### config.mk
export PLATFORM = sky130hd
export DESIGN_NAME = gdma_engine
export DESIGN_NICKNAME = d
export VERILOG_FILES = /design/src/rtl/gdma_pkg.sv /design/src/rtl/gdma_regfile.sv /design/src/rtl/gdma_pick.sv /design/src/rtl/gdma_lane.sv /design/src/rtl/gdma_engine.sv
export SDC_FILE = /design/constraint.sdc
export NUM_CORES = 2
export LEC_CHECK = 0
export BUFFER_PORTS_ARGS = -buffer_cell sky130_fd_sc_hd__buf_2
export CELL_PAD_IN_SITES_DETAIL_PLACEMENT = 0
export CELL_PAD_IN_SITES_GLOBAL_PLACEMENT = 1
export CORE_UTILIZATION = 49
export DETAILED_ROUTE_END_ITERATION = 8
export PLACE_DENSITY = 0.81
export SETUP_SLACK_MARGIN = 0.1
export SLEW_MARGIN = 40
export SYNTH_ARGS = -nofsm -noshare
export SYNTH_HDL_FRONTEND = slang
export SYNTH_SLANG_ARGS = --single-unit
### constraint.sdc
create_clock -name clk -period 8.4 [get_ports clk]
set_clock_uncertainty 0.1 [all_clocks]
set_input_delay 1.68 -clock clk [delete_from_list [all_inputs] [get_ports clk]]
set_output_delay 1.68 -clock clk [all_outputs]
set_load 0.1 [all_outputs]
### src/rtl/gdma_pkg.sv
// Shared types and helpers of the block-transfer DMA engine.
// Assumes 24-bit A addresses and 16-bit byte counts.
package gdma_pkg;
    localparam int AW   = 24;
    localparam int CNTW = 16;

    // Register offsets inside one channel's 16-byte window.
    localparam logic [3:0] OFF_PRM = 4'd0;
    localparam logic [3:0] OFF_BIX = 4'd1;
    localparam logic [3:0] OFF_ALO = 4'd2;
    localparam logic [3:0] OFF_AHI = 4'd3;
    localparam logic [3:0] OFF_ABK = 4'd4;
    localparam logic [3:0] OFF_CLO = 4'd5;
    localparam logic [3:0] OFF_CHI = 4'd6;

    typedef struct packed {
        logic [7:0]      prm;
        logic [7:0]      bidx;
        logic [AW-1:0]   aadr;
        logic [CNTW-1:0] cnt;
    } gdma_chan_t;

    typedef enum logic [1:0] {
        ST_IDLE = 2'd0,
        ST_RD   = 2'd1,
        ST_WR   = 2'd2
    } gdma_state_e;

    // Folds the two alias modes onto their base modes.
    function automatic logic [2:0] eff_mode(input logic [2:0] m);
        return (m[2] & m[1]) ? {1'b0, m[1:0]} : m;
    endfunction

    // B offset for position u inside the unit of mode m.
    function automatic logic [1:0] unit_off(input logic [2:0] m, input logic [1:0] u);
        case (m)
            3'd1, 3'd5: return {1'b0, u[0]};
            3'd3:       return {1'b0, u[1]};
            3'd4:       return u;
            default:    return 2'd0;
        endcase
    endfunction

    // Last position of the unit of mode m.
    function automatic logic [1:0] unit_last(input logic [2:0] m);
        case (m)
            3'd0:       return 2'd0;
            3'd1, 3'd2: return 2'd1;
            default:    return 2'd3;
        endcase
    endfunction
endpackage

### src/rtl/gdma_regfile.sv
// Per-channel register storage. The processor writes bytes and the engine
// writes back the A address and the count, with the engine taking priority.
// Assumes the top gates processor writes with the window decode and busy.
module gdma_regfile
    import gdma_pkg::*;
#(
    parameter int NCH = 8,
    localparam int CW = (NCH > 1) ? $clog2(NCH) : 1
) (
    input  logic            clk,
    input  logic            rst_n,
    input  logic            cpu_we,
    input  logic [CW-1:0]   cpu_ch,
    input  logic [3:0]      cpu_off,
    input  logic [7:0]      cpu_wdata,
    output logic [7:0]      cpu_rdata,
    input  logic            wb_en,
    input  logic [CW-1:0]   wb_ch,
    input  logic [AW-1:0]   wb_aadr,
    input  logic [CNTW-1:0] wb_cnt,
    input  logic [CW-1:0]   eng_ch,
    output gdma_chan_t      eng_cfg
);
    gdma_chan_t chan_view [NCH];

    for (genvar g = 0; g < NCH; g++) begin : g_ch
        gdma_chan_t q;

        // Holds one channel; engine write-back wins over processor writes.
        always_ff @(posedge clk) begin
            if (!rst_n) begin
                q <= '0;
            end else if (wb_en && wb_ch == CW'(g)) begin
                q.aadr <= wb_aadr;
                q.cnt  <= wb_cnt;
            end else if (cpu_we && cpu_ch == CW'(g)) begin
                case (cpu_off)
                    OFF_PRM: q.prm          <= cpu_wdata;
                    OFF_BIX: q.bidx         <= cpu_wdata;
                    OFF_ALO: q.aadr[7:0]    <= cpu_wdata;
                    OFF_AHI: q.aadr[15:8]   <= cpu_wdata;
                    OFF_ABK: q.aadr[23:16]  <= cpu_wdata;
                    OFF_CLO: q.cnt[7:0]     <= cpu_wdata;
                    OFF_CHI: q.cnt[15:8]    <= cpu_wdata;
                    default: ;
                endcase
            end
        end

        assign chan_view[g] = q;
    end

    assign eng_cfg = chan_view[eng_ch];

    // Selects the byte the processor is reading.
    always_comb begin
        gdma_chan_t r;
        r = chan_view[cpu_ch];
        case (cpu_off)
            OFF_PRM: cpu_rdata = r.prm;
            OFF_BIX: cpu_rdata = r.bidx;
            OFF_ALO: cpu_rdata = r.aadr[7:0];
            OFF_AHI: cpu_rdata = r.aadr[15:8];
            OFF_ABK: cpu_rdata = r.aadr[23:16];
            OFF_CLO: cpu_rdata = r.cnt[7:0];
            OFF_CHI: cpu_rdata = r.cnt[15:8];
            default: cpu_rdata = 8'h00;
        endcase
    end
endmodule

### src/rtl/gdma_pick.sv
// Chooses the lowest-numbered pending channel.
// Assumes pend is a registered mask; the clock only serves the check below.
module gdma_pick #(
    parameter int NCH = 8,
    localparam int CW = (NCH > 1) ? $clog2(NCH) : 1
) (
    input  logic           clk,
    input  logic           rst_n,
    input  logic [NCH-1:0] pend,
    output logic [CW-1:0]  grant_ch,
    output logic           any
);
    // Priority scan, highest index first so the lowest set bit wins.
    always_comb begin
        grant_ch = '0;
        for (int i = NCH - 1; i >= 0; i--) begin
            if (pend[i]) grant_ch = CW'(i);
        end
    end

    assign any = |pend;

    // the granted channel is pending and no lower channel is pending.
    p_lowest_first_r4: assert property (@(posedge clk) disable iff (!rst_n)
        any |-> (pend[grant_ch] &&
                 ((pend & ((NCH'(1) << grant_ch) - NCH'(1))) == '0)));
endmodule

### src/rtl/gdma_lane.sv
// Address generator for one byte of the active channel: the source and
// destination addresses, the stepped A address and the next unit position.
// Assumes cfg and unit are stable for the whole byte.
module gdma_lane
    import gdma_pkg::*;
#(
    parameter logic [7:0] B_PAGE = 8'h21
) (
    input  gdma_chan_t     cfg,
    input  logic [1:0]     unit,
    output logic [AW-1:0]  src_addr,
    output logic [AW-1:0]  dst_addr,
    output logic [AW-1:0]  a_next,
    output logic [1:0]     unit_next
);
    logic [2:0]    mode;
    logic [1:0]    off;
    logic [AW-1:0] b_full;

    // Builds the B address from the offset pattern and picks the direction.
    always_comb begin
        mode   = eff_mode(cfg.prm[2:0]);
        off    = unit_off(mode, unit);
        b_full = {8'h00, B_PAGE, cfg.bidx + {6'b0, off}};
        if (cfg.prm[7]) begin
            src_addr = b_full;
            dst_addr = cfg.aadr;
        end else begin
            src_addr = cfg.aadr;
            dst_addr = b_full;
        end
    end

    // Steps the A address inside its 16-bit page and advances the unit.
    always_comb begin
        a_next = cfg.aadr;
        case (cfg.prm[4:3])
            2'b00:   a_next[15:0] = cfg.aadr[15:0] + 16'd1;
            2'b10:   a_next[15:0] = cfg.aadr[15:0] - 16'd1;
            default: ;
        endcase
        unit_next = (unit == unit_last(mode)) ? 2'd0 : unit + 2'd1;
    end
endmodule

### src/rtl/gdma_engine.sv
// Multi-channel block-transfer DMA engine. A write of a mask to the launch
// register queues channels, served lowest first, two cycles per byte
// (read, then write), with live write-back of A address and count.
// Assumes the processor honours busy; register writes while busy are dropped.
module gdma_engine
    import gdma_pkg::*;
#(
    parameter int          NCH        = 8,
    parameter logic [15:0] START_ADDR = 16'h420B,
    parameter logic [7:0]  CHAN_PAGE  = 8'h43,
    parameter logic [7:0]  B_PAGE     = 8'h21,
    localparam int         CW         = (NCH > 1) ? $clog2(NCH) : 1
) (
    input  logic        clk,
    input  logic        rst_n,
    input  logic        cpu_we,
    input  logic [15:0] cpu_addr,
    input  logic [7:0]  cpu_wdata,
    output logic [7:0]  cpu_rdata,
    output logic        busy,
    output logic [23:0] bus_addr,
    output logic        bus_rd,
    output logic        bus_wr,
    output logic [7:0]  bus_wdata,
    input  logic [7:0]  bus_rdata
);
    gdma_state_e    state;
    logic [NCH-1:0] pend;
    logic [NCH-1:0] start_q;
    logic [1:0]     unit_q;
    logic [7:0]     data_q;

    logic [3:0]     chan_fld;
    logic           win_hit;
    logic           start_hit;
    logic [7:0]     rf_rdata;
    logic [CW-1:0]  cur_ch;
    logic           any_pend;
    gdma_chan_t     cfg;
    logic [AW-1:0]  src_addr;
    logic [AW-1:0]  dst_addr;
    logic [AW-1:0]  a_next;
    logic [1:0]     unit_next;
    logic           last_byte;
    logic [NCH-1:0] pend_clr;

    assign chan_fld  = cpu_addr[7:4];
    assign win_hit   = (cpu_addr[15:8] == CHAN_PAGE) && (chan_fld < 4'(NCH));
    assign start_hit = (cpu_addr == START_ADDR);
    assign busy      = (state != ST_IDLE);
    assign last_byte = (cfg.cnt == 16'd1);
    assign pend_clr  = pend & ~(NCH'(1) << cur_ch);

    gdma_regfile #(.NCH(NCH)) regs_i (
        .clk       (clk),
        .rst_n     (rst_n),
        .cpu_we    (cpu_we && win_hit && !busy),
        .cpu_ch    (chan_fld[CW-1:0]),
        .cpu_off   (cpu_addr[3:0]),
        .cpu_wdata (cpu_wdata),
        .cpu_rdata (rf_rdata),
        .wb_en     (state == ST_WR),
        .wb_ch     (cur_ch),
        .wb_aadr   (a_next),
        .wb_cnt    (cfg.cnt - 16'd1),
        .eng_ch    (cur_ch),
        .eng_cfg   (cfg)
    );

    gdma_pick #(.NCH(NCH)) pick_i (
        .clk      (clk),
        .rst_n    (rst_n),
        .pend     (pend),
        .grant_ch (cur_ch),
        .any      (any_pend)
    );

    gdma_lane #(.B_PAGE(B_PAGE)) lane_i (
        .cfg       (cfg),
        .unit      (unit_q),
        .src_addr  (src_addr),
        .dst_addr  (dst_addr),
        .a_next    (a_next),
        .unit_next (unit_next)
    );

    // Launch, byte sequencing and channel hand-over.
    always_ff @(posedge clk) begin
        if (!rst_n) begin
            state   <= ST_IDLE;
            pend    <= '0;
            start_q <= '0;
            unit_q  <= 2'd0;
            data_q  <= 8'h00;
        end else begin
            case (state)
                ST_IDLE: begin
                    if (cpu_we && start_hit) begin
                        start_q <= cpu_wdata[NCH-1:0];
                        pend    <= cpu_wdata[NCH-1:0];
                        unit_q  <= 2'd0;
                        if (cpu_wdata[NCH-1:0] != '0) state <= ST_RD;
                    end
                end
                ST_RD: begin
                    data_q <= bus_rdata;
                    state  <= ST_WR;
                end
                ST_WR: begin
                    if (last_byte) begin
                        pend   <= pend_clr;
                        unit_q <= 2'd0;
                        if (pend_clr == '0) begin
                            state   <= ST_IDLE;
                            start_q <= '0;
                        end else begin
                            state <= ST_RD;
                        end
                    end else begin
                        unit_q <= unit_next;
                        state  <= ST_RD;
                    end
                end
                default: state <= ST_IDLE;
            endcase
        end
    end

    // Drives the bus of the current cycle.
    always_comb begin
        bus_rd    = (state == ST_RD);
        bus_wr    = (state == ST_WR);
        bus_wdata = data_q;
        case (state)
            ST_RD:   bus_addr = src_addr;
            ST_WR:   bus_addr = dst_addr;
            default: bus_addr = '0;
        endcase
    end

    // Register read mux: launch register or channel window.
    always_comb begin
        if (start_hit)    cpu_rdata = 8'(start_q);
        else if (win_hit) cpu_rdata = rf_rdata;
        else              cpu_rdata = 8'h00;
    end

    // one strobe at a time.
    p_strobe_excl_r5: assert property (@(posedge clk) disable iff (!rst_n)
        !(bus_rd && bus_wr));

    // a read is followed by a write of the byte that was read.
    p_read_then_write_r5: assert property (@(posedge clk) disable iff (!rst_n)
        bus_rd |=> (bus_wr && bus_wdata == $past(bus_rdata)));

    // a nonzero launch while idle makes the engine busy and reading.
    p_launch_busy_r3: assert property (@(posedge clk) disable iff (!rst_n)
        (!busy && cpu_we && start_hit && cpu_wdata[NCH-1:0] != '0)
            |=> (busy && bus_rd));

    // the launch register is clear once the engine goes idle.
    p_launch_clear_r3: assert property (@(posedge clk) disable iff (!rst_n)
        $fell(busy) |-> (start_q == '0));

    // after a write the engine either reads the next byte or is idle.
    p_gapless_r11: assert property (@(posedge clk) disable iff (!rst_n)
        bus_wr |=> (busy == bus_rd));
endmodule

**Yosys cells after proc, flatten, opt, wreduce, memory -nomap -nowiden**

Index checks and enable logic that the tools add are counted.

- Register bits after elaboration: 476
- Input bits: 35
- Output and inout port bits: 43
- Logic and storage cells: 320

- Add/sub/neg operators: 5
- Magnitude comparators: 3
- Eq/ne operators: 36
- Shift-type cells: 1
- Mux-type cells: 60
- Bitwise gates (word level): 13
- Reduce and logical (&&, ||, !) cells: 141

Operators with widths:

| cell | count |
|---|---|
| 40-bit two-way mux | 16 |
| 56-bit binary-select mux with 3-bit select | 2 |
| 56-bit two-way mux | 4 |
| 2-bit nonzero test | 50 |
| 8-bit two-way mux | 11 |
| 2-bit AND reduction | 42 |
| 8-bit one-hot mux with 7 select lines | 1 |
| 3-bit AND reduction | 17 |
| 24-bit two-way mux | 2 |
| 24-bit one-hot mux with 2 select lines | 1 |
| 16-bit one-hot mux with 2 select lines | 1 |
| 8-bit one-hot mux with 2 select lines | 2 |
| 16-bit by 1-bit subtractor with 16-bit output, second input constant | 2 |
| 3-bit equality test, second input constant | 10 |
| 3-bit two-way mux | 9 |
| 1-bit logical AND | 20 |
| 3-bit by 2-bit equality test with 1-bit output, second input constant | 6 |
| 16-bit by 1-bit adder with 16-bit output, second input constant | 1 |
| 16-bit by 1-bit equality test with 1-bit output, second input constant | 1 |
| 16-bit by 15-bit equality test with 1-bit output, second input constant | 1 |
| 4-bit by 3-bit equality test with 1-bit output, second input constant | 3 |
| 2-bit two-way mux | 6 |
| 2-bit one-hot mux with 3 select lines | 2 |
| 3-bit by 1-bit equality test with 1-bit output, second input constant | 3 |
| 27 further kinds | 46 |

**Depth between registers and ports, before layout**

- Depth in word-level cells: 21
- Depth in mapped cells: 27
- Mapped depth without buffers: 20

**By module**

From an unflattened synthesis, not the netlist that was laid out.

- Cell total of the unflattened synthesis: 3,335
- Area, all modules: 30,256.5 um^2

Modules (own cells, without submodules):

| module | instances | cells each | area each (um^2) | seq. area each (um^2) |
|---|---|---|---|---|
| gdma_regfile | 1 | 2,830 | 26,474.1 | 8,968.6 |
| gdma_engine | 1 | 267 | 2,189.6 | 560.5 |
| gdma_lane | 1 | 225 | 1,511.4 | 0.0 |
| gdma_pick | 1 | 13 | 81.3 | 0.0 |

**Worst setup path after synthesis**

No wires, ideal clock.

- Path kind: input -> output
- From: input port cpu_addr[5]
- To: output port cpu_rdata[0]
- Arrival: 5.571 ns
- Required time: 6.620 ns
- Path slack: 1.049 ns
- Stages on the path: 8
- Buffers on the path: 3
- Cells stage by stage: clkbuf_1 -> clkbuf_1 -> clkbuf_1 -> mux4_2 -> mux2i_1 -> o22ai_1 -> nor4_1 -> o21ai_0

- Cells in the longest elaborated chain, start to end: 7
- Elaborated cells on any way between the ends: 10
- Classes of those cells: order compare: 1; eq/ne: 1; mux: 6; bitwise: 1; reduce/logical: 1

Ends and longest elaborated chain:

| element | RTL line | text |
|---|---|---|
| start: declaration | gdma_engine.sv:17 | `input logic [15:0] cpu_addr,` |
| 3-bit inverter with 4-bit output (implied by the code) | gdma_regfile.sv:58 | `r = chan_view[cpu_ch];` |
| 56-bit binary-select mux with 3-bit select | gdma_regfile.sv:58 |  |
| 56-bit two-way mux (implied by the code) (2 in a row) | gdma_regfile.sv:58 |  |
| 8-bit one-hot mux with 7 select lines | gdma_regfile.sv:59 | `case (cpu_off)` |
| 8-bit two-way mux | gdma_engine.sv:144 | `else if (win_hit) cpu_rdata = rf_rdata;` |
| 8-bit two-way mux * | gdma_engine.sv:143 | `if (start_hit) cpu_rdata = 8'(start_q);` |
| end: declaration | gdma_engine.sv:19 | `output logic [7:0] cpu_rdata,` |

Every way passes the cells marked *; elsewhere a longest branch is shown, timed or not. The select of a mux whose other input is x is not followed.

**Final worst setup path**

- From: register pend[4]
- To: output port bus_addr[7]

- Cells in the longest elaborated chain, start to end: 17
- Elaborated cells on any way between the ends: 21
- Classes of those cells: add/sub: 1; eq/ne: 4; mux: 13; bitwise: 2; reduce/logical: 1

Ends and longest elaborated chain:

| element | RTL line | text |
|---|---|---|
| start: declaration | gdma_engine.sv:28 | `logic [NCH-1:0] pend;` |
| start signal: assignment | gdma_engine.sv:100 | `pend <= cpu_wdata[NCH-1:0];` |
| start signal: assignment | gdma_engine.sv:111 | `pend <= pend_clr;` |
| 3-bit two-way mux * (5 in a row) | gdma_pick.sv:17 | `if (pend[i]) grant_ch = CW'(i);` |
| 3-bit inverter with 4-bit output (implied by the code) * | gdma_regfile.sv:53 | `assign eng_cfg = chan_view[eng_ch];` |
| 56-bit binary-select mux with 3-bit select * | gdma_regfile.sv:53 |  |
| 56-bit two-way mux (implied by the code) * (2 in a row) | gdma_regfile.sv:53 |  |
| 1-bit bitwise AND | gdma_pkg.sv:31 | `return (m[2] & m[1]) ? {1'b0, m[1:0]} : m;` |
| 3-bit two-way mux | gdma_pkg.sv:31 |  |
| 3-bit equality test or 3-bit by 1-bit equality test with 1-bit output (tied branches) | gdma_pkg.sv:36 | `case (m)` |
| 2-bit OR reduction | gdma_pkg.sv:36 |  |
| 2-bit one-hot mux with 3 select lines | gdma_pkg.sv:36 |  |
| 8-bit by 2-bit adder with 8-bit output | gdma_lane.sv:24 | `b_full = {8'h00, B_PAGE, cfg.bidx + {6'b0, off}};` |
| 24-bit two-way mux | gdma_lane.sv:25 | `if (cfg.prm[7]) begin` |
| 24-bit one-hot mux with 2 select lines * | gdma_engine.sv:134 | `case (state)` |
| end: declaration | gdma_engine.sv:21 | `output logic [23:0] bus_addr,` |

Marks and branches as above.

==> run metrics <==
status finished, final reports clean; Final WS setup 0.9952 ns; r2r worst-path depth 20; Startpoint Class flip-flop; Mean Syn Cell Area 8.648 µm²; DRC 0; cell row count 88; MaxCap Viol Count 0; P_leak 12.20 nW; clk buf depth 3; Max Fclk 135.0 MHz; RSZ-0062 raised after global routing no; syn nets 3377; CP endpoint kind output pin; DR iter-0 viols 4271; xor-xnor portion of the synthesized cell area 0.009157; Rel. slew slack 0.3855; drt wl/cell 29.44 µm; setup_tns 0 ns; number of synthesized flops with an enable pin 0; filler instances 5179; Synth Register Bits 476; final hold vios 0; share of the synthesized area in the top cell type 0.3321; count of unique library cells instantiated by Yosys 76; vias in the first global route 26900; Min-Delay Path Class reg -> reg; Slew Viols, Final 0; synthesized area 28690 µm²; Fin Hold WS 0.3604 ns; share of cells above drive strength 1 0.1679; nets 3292; First-pass DRT Iterations 8; Tcrit/Tclk final 0.8815; Post-Route WL 119000 µm; asr flop ratio synth 0; synth top area cells dfxtp_1 (33%), mux4_2 (8.8%), mux2i_1 (7.8%), nand2_1 (4.9%), nor2_1 (4.6%); Synth Flop Type dfxtp_1; routed via count 28900; VDD IR max 181.8 µV; Placement Setup Slack 1.466 ns; GRT Total Usage 0.3879; Final Critical Period 7.405 ns; Setup Crit Path Kind reg -> out; met1 Resource Use GR 0.5199; Num CTS Buffers 54; gp weighted congestion 0.9702; cts hold-fix bufs 0; pwr/cell area 155.6 nW/µm²; antenna viol nets, final 0; final setup vio count 0; die width 244.0 µm; Worst Hold End regs_i.chan_view[333]$_SDFFE_PN0P_; TritonCTS clock tree done; postcts setup bufs 0; global-route met3 utilization 0.1096; I/O pins 78; area leader, netlist dfxtp_1; count leader, synth dfxtp_1; core region area 57810 µm²; routed vias/inst 7.149; CTS resizes 0; Synth Area in Adders 0.01099; clk slew on worst S/H paths 0.06 ns; R2R Setup Slk 1.36 ns; compound-gate portion of the synthesized area 0.2316; largest net degree at the start of global routing 173; # clock sinks 476; die extent in y 244.0 µm; Worst-Skew Late Latency 0.64 ns; Seq/Total Area, Yosys 0.3321; hold path cells 2; global routing usage on met2 0.5720; Worst-Margin Slew 0.9190 ns; Hold Path Origin regs_i.chan_view[333]$_SDFFE_PN0P_; critical path fanouts, max 20; PortBufs 77; Mapped Cells 3318; worst flop-to-flop path endpoint regs_i.chan_view[364]$_SDFFE_PN0P_; Post-DP HPWL 74200 µm; Synth warnings 0; CP required 6.62 ns; r2r startpoint pend[1]$_SDFFE_PN0P_; Die Area 59530 µm²; initial antenna violation count 3; P&R area growth vs syn 10.75%; root buffer cell clkbuf_16; multiplexer share of the synthesized area 0.2077; first-pass GRT wire length 174600 µm; H-tree levels 2; largest family of logic cells by synthesized area compound AO/OA/AOI/OAI gates; post-synthesis simple-gate area fraction 0.1620; gr ovfl total 0; worst path arrival time 5.62 ns; Synth top cells by count dfxtp_1 (476), nand2_1 (375), nor2_1 (349), clkbuf_1 (268), mux2i_1 (223); Initial Util 0.4964; most crowded layer after global routing met2
-- power by group --
part	internal [mW]	total (mW)	switching (mW)	leakage [nW]
sequential	2.26	2.26	0.0000411	3.83
combinational	0.0556	0.230	0.174	7.48
clock	1.43	2.46	1.03	0.883
total	3.74	4.95	1.21	12.2
-- worst max-delay path by stage --
| stage | cells past startpoint | slack, ns | startpoint | endpoint |
|---|---|---|---|---|
| finish | 15 | 1.0 | pend[4]$_SDFFE_PN0P_ | bus_addr[7] |
| global route | 15 | 0.82 | pend[4]$_SDFFE_PN0P_ | bus_addr[7] |
| CTS | 15 | 1.11 | pend[4]$_SDFFE_PN0P_ | bus_addr[7] |
| detailed placement | 20 | 1.47 | pend[1]$_SDFFE_PN0P_ | regs_i.chan_view[84]$_SDFFE_PN0P_ |
| global placement | 17 | 1.50 | pend[7]$_SDFFE_PN0P_ | bus_addr[6] |
| floorplan | 8 | 1.05 | cpu_addr[5] | cpu_rdata[0] |
-- metal layers --
| metal | vias up | share of wire |
|---|---|---|
| met5 | - | 0 |
| met3 | 375 | 0.13 |
| met2 | 2123 | 0.43 |
| met1 | 14090 | 0.39 |
| met4 | 0 | 0.047 |
| li1 | 12320 | - |
-- state kept, by name, summed over array words and instances, names as in the netlist --
signal and flops:
pend 8, unit_q 2, regs_i.chan_view 448, bus_wdata 8, state 2, start_q 8
-- per-stage QoR --
step | instance area, µm² | total power [mW] | instances | utilization
floorplan | 28690 | 2.445 | 3318 | -
global placement | 29740 | 2.523 | 3935 | 0.5145
detailed placement | 29900 | 2.526 | 3940 | 0.5173
CTS | 31690 | 4.939 | 4038 | 0.5481
global route | 31770 | 5.038 | 4040 | 0.5496
finish | 31780 | 4.946 | 4043 | 0.5498
-- placed cells by master, fill, tap and decap left out, types with 13 or more instances in the layout --
master	instances
a211oi_1	136
a21o_1	52
a21oi_1	172
a221o_1	40
a221oi_1	60
a22o_1	13
a311oi_1	71
a31oi_1	17
and2_1	13
buf_2	73
buf_4	88
clkbuf_1	16
clkbuf_16	55
dfxtp_1	476
ha_1	22
inv_1	33
mux2_2	107
mux2i_1	222
mux4_2	112
nand2_1	374
nand3_1	166
nor2_1	329
nor2_2	16
nor2b_1	30
nor3_1	25
nor4_1	16
o211a_1	56
o21a_1	16
o21ai_0	149
o221ai_1	22
o22ai_1	50
xnor2_1	18
-- cell families after synthesis --
family	Yosys count
compound gates	932
xor+xnor	30
flops	476
fa+ha+maj	24
mux	442
buf+inv	349
simple gates	1065
-- critical path: stages (launching register included) --
cell and delay [ns]:
dfxtp_1 0.56, nor2b_1 0.42, a211oi_4 0.19, nand3b_1 0.38
buf_4 0.34, o221a_2 0.31, o21a_1 0.18, a221oi_1 0.51
nor3_1 0.17, ha_1 0.32, a21oi_1 0.10, or3_1 0.40
nor4_1 0.37, xor2_1 0.15, o22ai_1 0.14, buf_2 0.45
-- final cells by class --
type	instances	area [µm²]	area share
Clock inverter	15	182.7	0.005748
Timing Repair Buffer	174	1237	0.03894
Tap cell	765	957.2	0.03012
Multi-Input combinational cell	2493	18130	0.5705
Inverter	34	135.1	0.004252
Antenna cell	3	7.507	0.0002362
Sequential cell	476	9529	0.2999
Clock buffer	83	1602	0.05040
Power figures use the tool's default switching activity.
